==> config.mk <==
export PLATFORM = sky130hd
export DESIGN_NAME = fcs_remap
export DESIGN_NICKNAME = d
export VERILOG_FILES = /design/src/rtl/fcs_pkg.sv /design/src/rtl/fcs_acc_dec.sv /design/src/rtl/fcs_pid_bank.sv /design/src/rtl/fcs_va_xlate.sv /design/src/rtl/fcs_remap.sv
export SDC_FILE = /design/constraint.sdc
export NUM_CORES = 1
export LEC_CHECK = 0
export BUFFER_PORTS_ARGS = -buffer_cell sky130_fd_sc_hd__buf_4
export CORE_AREA = 8 8 74 76
export DETAILED_ROUTE_END_ITERATION = 10
export DIE_AREA = 0 0 82 84
export PLACE_DENSITY = 0.83
export REMOVE_ABC_BUFFERS = 1
export SYNTH_ARGS = -nofsm -noshare
export SYNTH_HDL_FRONTEND = slang
export SYNTH_SLANG_ARGS = --single-unit
==> constraint.sdc <==
create_clock -name clk -period 4.2 [get_ports clk]
set_input_delay 0.84 -clock clk [delete_from_list [all_inputs] [get_ports clk]]
set_output_delay 0.84 -clock clk [all_outputs]
set_load 0.005 [all_outputs]
==> src/rtl/fcs_pkg.sv <==
// Shared constants and types for the fast context switch remapper.
// Assumes a 32-bit address space split into 2^PID_W equal slots.
package fcs_pkg;
    localparam int ADDR_W   = 32;
    localparam int PID_W    = 7;
    localparam int SLOT_LSB = ADDR_W - PID_W;

    localparam logic [3:0] SEL_CRN = 4'd13;
    localparam logic [3:0] SEL_CRM = 4'd0;
    localparam logic [2:0] SEL_OP1 = 3'd0;
    localparam logic [2:0] SEL_OP2 = 3'd0;

    localparam int N_WORLDS = 2;

    typedef enum logic {
        WORLD_SEC = 1'b0,
        WORLD_NS  = 1'b1
    } world_e;

    typedef struct packed {
        logic hit;
        logic rd_ok;
        logic wr_ok;
        logic undef;
    } acc_dec_t;
endpackage

==> src/rtl/fcs_acc_dec.sv <==
// Access decoder: checks whether an access targets the slot register and
// whether the current mode is allowed to perform it.
// Assumes the strobe and its qualifiers are stable for the whole cycle.
module fcs_acc_dec
    import fcs_pkg::*;
(
    input  logic       acc_valid,
    input  logic       acc_write,
    input  logic [3:0] acc_crn,
    input  logic [3:0] acc_crm,
    input  logic [2:0] acc_op1,
    input  logic [2:0] acc_op2,
    input  world_e     world,
    input  logic       priv,
    input  logic       sec_wr_lock,
    output acc_dec_t   dec
);
    logic sel_match;
    logic sec_blocked;

    // Selector compare against the fixed register coordinates.
    always_comb begin
        sel_match = (acc_crn == SEL_CRN) && (acc_crm == SEL_CRM) &&
                    (acc_op1 == SEL_OP1) && (acc_op2 == SEL_OP2);
    end

    // Permission check and outcome of the access.
    always_comb begin
        sec_blocked = acc_write && (world == WORLD_SEC) && sec_wr_lock;
        dec.hit     = acc_valid && sel_match;
        dec.undef   = dec.hit && (!priv || sec_blocked);
        dec.rd_ok   = dec.hit && !acc_write && priv;
        dec.wr_ok   = dec.hit && acc_write && priv && !sec_blocked;
    end
endmodule

==> src/rtl/fcs_pid_bank.sv <==
// Banked slot register, one copy per world, plus the flush pulse register.
// Reserved bits are masked on write, so they always hold zero.
// Assumes wr_ok is high for at most one cycle per accepted write.
module fcs_pid_bank
    import fcs_pkg::*;
#(
    parameter int AW = ADDR_W,
    parameter int PW = PID_W
) (
    input  logic          clk,
    input  logic          rst_n,
    input  logic          wr_ok,
    input  world_e        world,
    input  logic [AW-1:0] wdata,
    output logic [AW-1:0] cur_reg,
    output logic [PW-1:0] cur_pid,
    output logic          flush
);
    localparam int              LSB      = AW - PW;
    localparam logic [AW-1:0]   KEEP_MSK = {{PW{1'b1}}, {LSB{1'b0}}};

    logic [AW-1:0] bank_q [N_WORLDS];

    for (genvar g = 0; g < N_WORLDS; g++) begin : g_bank
        // Holds the copy of world g; only its own world may write it.
        always_ff @(posedge clk) begin
            if (!rst_n)
                bank_q[g] <= '0;
            else if (wr_ok && (int'(world) == g))
                bank_q[g] <= wdata & KEEP_MSK;
        end
    end

    // Pick the copy of the current world.
    always_comb begin
        cur_reg = (world == WORLD_NS) ? bank_q[1] : bank_q[0];
        cur_pid = cur_reg[AW-1:LSB];
    end

    // One-cycle flush request after every accepted write.
    always_ff @(posedge clk) begin
        if (!rst_n)
            flush <= 1'b0;
        else
            flush <= wr_ok;
    end
endmodule

==> src/rtl/fcs_va_xlate.sv <==
// Combinational relocation of the lowest slot: an address whose top PW
// bits are zero gets the slot number added to those bits. Other
// addresses pass through unchanged. The sum has no carry out of the top bit.
module fcs_va_xlate
    import fcs_pkg::*;
#(
    parameter int AW = ADDR_W,
    parameter int PW = PID_W
) (
    input  logic [AW-1:0] va,
    input  logic [PW-1:0] pid,
    output logic [AW-1:0] mva
);
    localparam int LSB = AW - PW;

    logic          low_slot;
    logic [PW-1:0] top_sum;

    // Slot add on the top field and pass-through selection.
    always_comb begin
        low_slot = (va[AW-1:LSB] == '0);
        top_sum  = va[AW-1:LSB] + pid;
        mva      = low_slot ? {top_sum, va[LSB-1:0]} : va;
    end
endmodule

==> src/rtl/fcs_remap.sv <==
// Top level of the fast context switch remapper. It ties together the
// access decoder, the banked slot register and the address translator.
// Read data and the exception flag are combinational in the access cycle.
module fcs_remap
    import fcs_pkg::*;
(
    input  logic              clk,
    input  logic              rst_n,
    input  logic              acc_valid,
    input  logic              acc_write,
    input  logic [3:0]        acc_crn,
    input  logic [3:0]        acc_crm,
    input  logic [2:0]        acc_op1,
    input  logic [2:0]        acc_op2,
    input  logic [ADDR_W-1:0] acc_wdata,
    input  logic              world_ns,
    input  logic              priv,
    input  logic              sec_wr_lock,
    output logic [ADDR_W-1:0] rd_data,
    output logic              undef_exc,
    output logic              btc_flush,
    input  logic [ADDR_W-1:0] va_in,
    output logic [ADDR_W-1:0] mva_out
);
    world_e            world;
    acc_dec_t          dec;
    logic [ADDR_W-1:0] cur_reg;
    logic [PID_W-1:0]  cur_pid;

    // World flag to enum.
    always_comb world = world_e'(world_ns);

    fcs_acc_dec u_dec (
        .acc_valid   (acc_valid),
        .acc_write   (acc_write),
        .acc_crn     (acc_crn),
        .acc_crm     (acc_crm),
        .acc_op1     (acc_op1),
        .acc_op2     (acc_op2),
        .world       (world),
        .priv        (priv),
        .sec_wr_lock (sec_wr_lock),
        .dec         (dec)
    );

    fcs_pid_bank #(.AW(ADDR_W), .PW(PID_W)) u_bank (
        .clk     (clk),
        .rst_n   (rst_n),
        .wr_ok   (dec.wr_ok),
        .world   (world),
        .wdata   (acc_wdata),
        .cur_reg (cur_reg),
        .cur_pid (cur_pid),
        .flush   (btc_flush)
    );

    fcs_va_xlate #(.AW(ADDR_W), .PW(PID_W)) u_xlate (
        .va  (va_in),
        .pid (cur_pid),
        .mva (mva_out)
    );

    // Read port and exception flag.
    always_comb begin
        rd_data   = dec.rd_ok ? cur_reg : '0;
        undef_exc = dec.undef;
    end
endmodule

==> impl_metrics.csv <==
group,metric,value,unit
status,status,"finished clean",
detailed_routing,vias,1165,
sta,setup_viol,0,
sta,min_period_over_period,93.6,%
final_layout,fillerInstances,439,
setup_path,cp-start-kind,"primary input",
grt,antenna_found_initial,0,
clocking,cts_tree,"done",
floorplan,core_area,0.00426,mm^2
sta,holdWs,0.860,ns
logic_synthesis,synthArstFlopShare,0,%
detailed_routing,wl_per_cell,17.3,um
sta,period_needed,3.93,ns
hold_path,hp-start,"rst_n",
floorplan,die_area,0.00689,mm^2
setup_path,cp.required,3.36,ns
sta,hold_viol_final,0,
setup_path,path_class,"primary input to output pin",
logic_synthesis,yosysSeqAreaShare,28.4,%
power_and_ir_drop,irDropWorstVdd,0.0831,mV
clocking,holdBufCountCts,0,
logic_synthesis,synth_flop_cell,"edfxtp_1",
detailed_routing,firstDrtPassIters,4,
logic_synthesis,syn_avg_cell_area,9.87,um^2
logic_synthesis,synth_area,0.00155,mm^2
clocking,clock-sinks,15,
floorplan,std_cell_rows,24,
flow_run,max_cap_viol_count,0,
detailed_routing,ant_nets,0,
logic_synthesis,netlist_top_cells_count,"buf_4, and2_1, edfxtp_1",
logic_synthesis,yosysTopAreaCell,"edfxtp_1",
power_and_ir_drop,switching_power,97.8,uW
power_and_ir_drop,p_int,290,uW
clocking,numCtsBuffers,3,
logic_synthesis,synth_top_area_share,27.1,%
clocking,h-tree-depth,1,
power_and_ir_drop,clockPowerShare,28.9,%
grt,grt_usage,11.9,%
logic_synthesis,yosysWarnings,0,
floorplan,pin_count,151,
clocking,clk_pin_slew,0.06,ns
detailed_routing,route.detailed.drc,0,
sta,max_freq,0.254,GHz
grt,overflow,0,
logic_synthesis,netlist_instances,157,
hold_path,hp-class,"primary input to register",
logic_synthesis,synth.area.top_cells,"edfxtp_1, buf_4, and2_1, ha_1, mux2_2",
placed_design,hpwlAfterDp,3550,um
grt,grt_pass1_vias,1322,
final_layout,final_nets,279,
detailed_routing,wl,4130,um
clocking,post-cts-setup-buffers,0,
logic_synthesis,ys_types,41,
power_and_ir_drop,leakage,0.000799,uW
placed_design,portBuffers,50,
clocking,cts_resized,0,
floorplan,die_h,84,um
setup_path,critPathArrivalTime,3.09,ns
clocking,clk_path_buf_depth,2,
hold_path,holdPathStages,3,
final_layout,syn_to_final_growth,13.7,%
clocking,root_buffer,"clkbuf_8",
grt,grt_pass1_wl,6370,um
logic_synthesis,synth_most_common_cell,"buf_4",
sta,finalSetupTns,0,ns
logic_synthesis,ys_seq_elements,15,
placed_design,gp_congestion,0.793,
power_and_ir_drop,swShare,25.2,%
detailed_routing,drt_iter0_markers,40,
setup_path,path_max_fanout,13,
power_and_ir_drop,powerDensity,220,mW/mm^2
sta,slew-limit-headroom,60.5,%
sta,final_max_slew_viol_count,0,
logic_synthesis,synth_edf_count,14,
grt,grt_max_degree,14,
sta,tightestPinTransition,0.588,ns
hold_path,holdPathEnd,"u_bank.flush",
final_layout,drive_gt1_share,40.9,%
power_and_ir_drop,p_seq_share,44.2,%
detailed_routing,vias_per_cell,4.89,
setup_path,end_kind,"output pin",
final_layout,num_antenna_cells,0,
power_and_ir_drop,comb_power_share,26.9,%
sta,rsz0062_at_grt,"no",
floorplan,die_w,82,um
floorplan,start_util,36.3,%
[worst max-delay path, stage by stage]
cell	delay [ns]
buf_4	0.18
mux2_2	0.37
ha_1	0.23
fa_1	0.43
a211oi_1	0.24
nor2_1	0.12
o2111a_1	0.24
a311o_2	0.31
buf_4	0.14
[sequential cells by signal (all words and copies together), names as in the netlist]
signal,flops
u_bank.flush,1
u_bank.bank_q,14
[power by group through the flow]
stage | registers [uW] | clock network [uW] | logic [uW]
after floorplan | 174 | 0 | 56.7
after global placement | 174 | 0 | 101
after detailed placement | 174 | 0 | 104
after CTS | 171 | 113 | 104
after global routing | 172 | 118 | 117
final | 171 | 112 | 104
[cell type report]
class / count / area, um^2 / area share, %
clock buffers: 4 / 45.0 / 2.56
multi-input cells: 110 / 801 / 45.5
inverters: 5 / 18.8 / 1.07
flip-flops and latches: 15 / 440 / 25.0
well taps: 52 / 65.1 / 3.70
repair buffers: 52 / 390 / 22.2
[cells by family (layout without fill, tap and decap cells)]
kind of cell,Yosys count,in the layout,share of synthesized area (%)
AOI/OAI and AO/OA,22,22,11.1
and+or+nand+nor,47,47,22.1
xor gates and xnor gates,2,2,1.13
DFF,15,15,28.4
muxes,7,7,5.25
adders and majority gates,7,7,6.14
other,1,25,0.242
buffers and inverters,56,61,25.7
[metal layers]
layer  vias up  track usage (%)  share of wire [%]
met3         4             10.2                 21
met2       102             17.5                 42
met1       515             12.1                 36
li1        544                -                  -
met4         0             3.35               0.90
met5         -             3.33                  0
[cell usage in the layout, fill, tap and decap left out, types with 2 or more instances in the layout]
cell / count
inv_1: 5
nand2b_1: 2
and4bb_2: 2
nor2b_1: 6
o21ai_0: 3
nor4_1: 2
a311o_2: 2
ha_1: 6
a21oi_1: 2
edfxtp_1: 14
mux2_2: 6
nor4_2: 3
nor2_1: 6
a211oi_1: 3
conb_1: 25
clkbuf_8: 3
a21o_1: 5
buf_4: 52
nand2_1: 2
and2_1: 14
o41ai_1: 2
[worst max-delay path by stage]
stage	from	end	slack (ns)	cells after the start
floorplan	world_ns	mva_out[31]	0.75	7
detailed placement	world_ns	mva_out[31]	0.28	9
global placement	world_ns	mva_out[31]	0.28	9
finish	world_ns	mva_out[31]	0.27	9
global route	world_ns	mva_out[31]	0.12	9
CTS	world_ns	mva_out[31]	0.27	9
[through the flow]
| stage | util [%] | instance area, um^2 | total power (uW) | instances | setup slack, ns |
|---|---|---|---|---|---|
| finish | 41.3 | 1760 | 388 | 238 | 0.270 |
| global route | 41.3 | 1760 | 407 | 238 | 0.124 |
| CTS | 41.3 | 1760 | 388 | 238 | 0.275 |
| detailed placement | 40.2 | 1720 | 278 | 234 | 0.283 |
| global placement | 40.2 | 1720 | 275 | 234 | 0.284 |
| floorplan | - | 1260 | 231 | 130 | 0.750 |
Power figures use the tool's default switching activity.
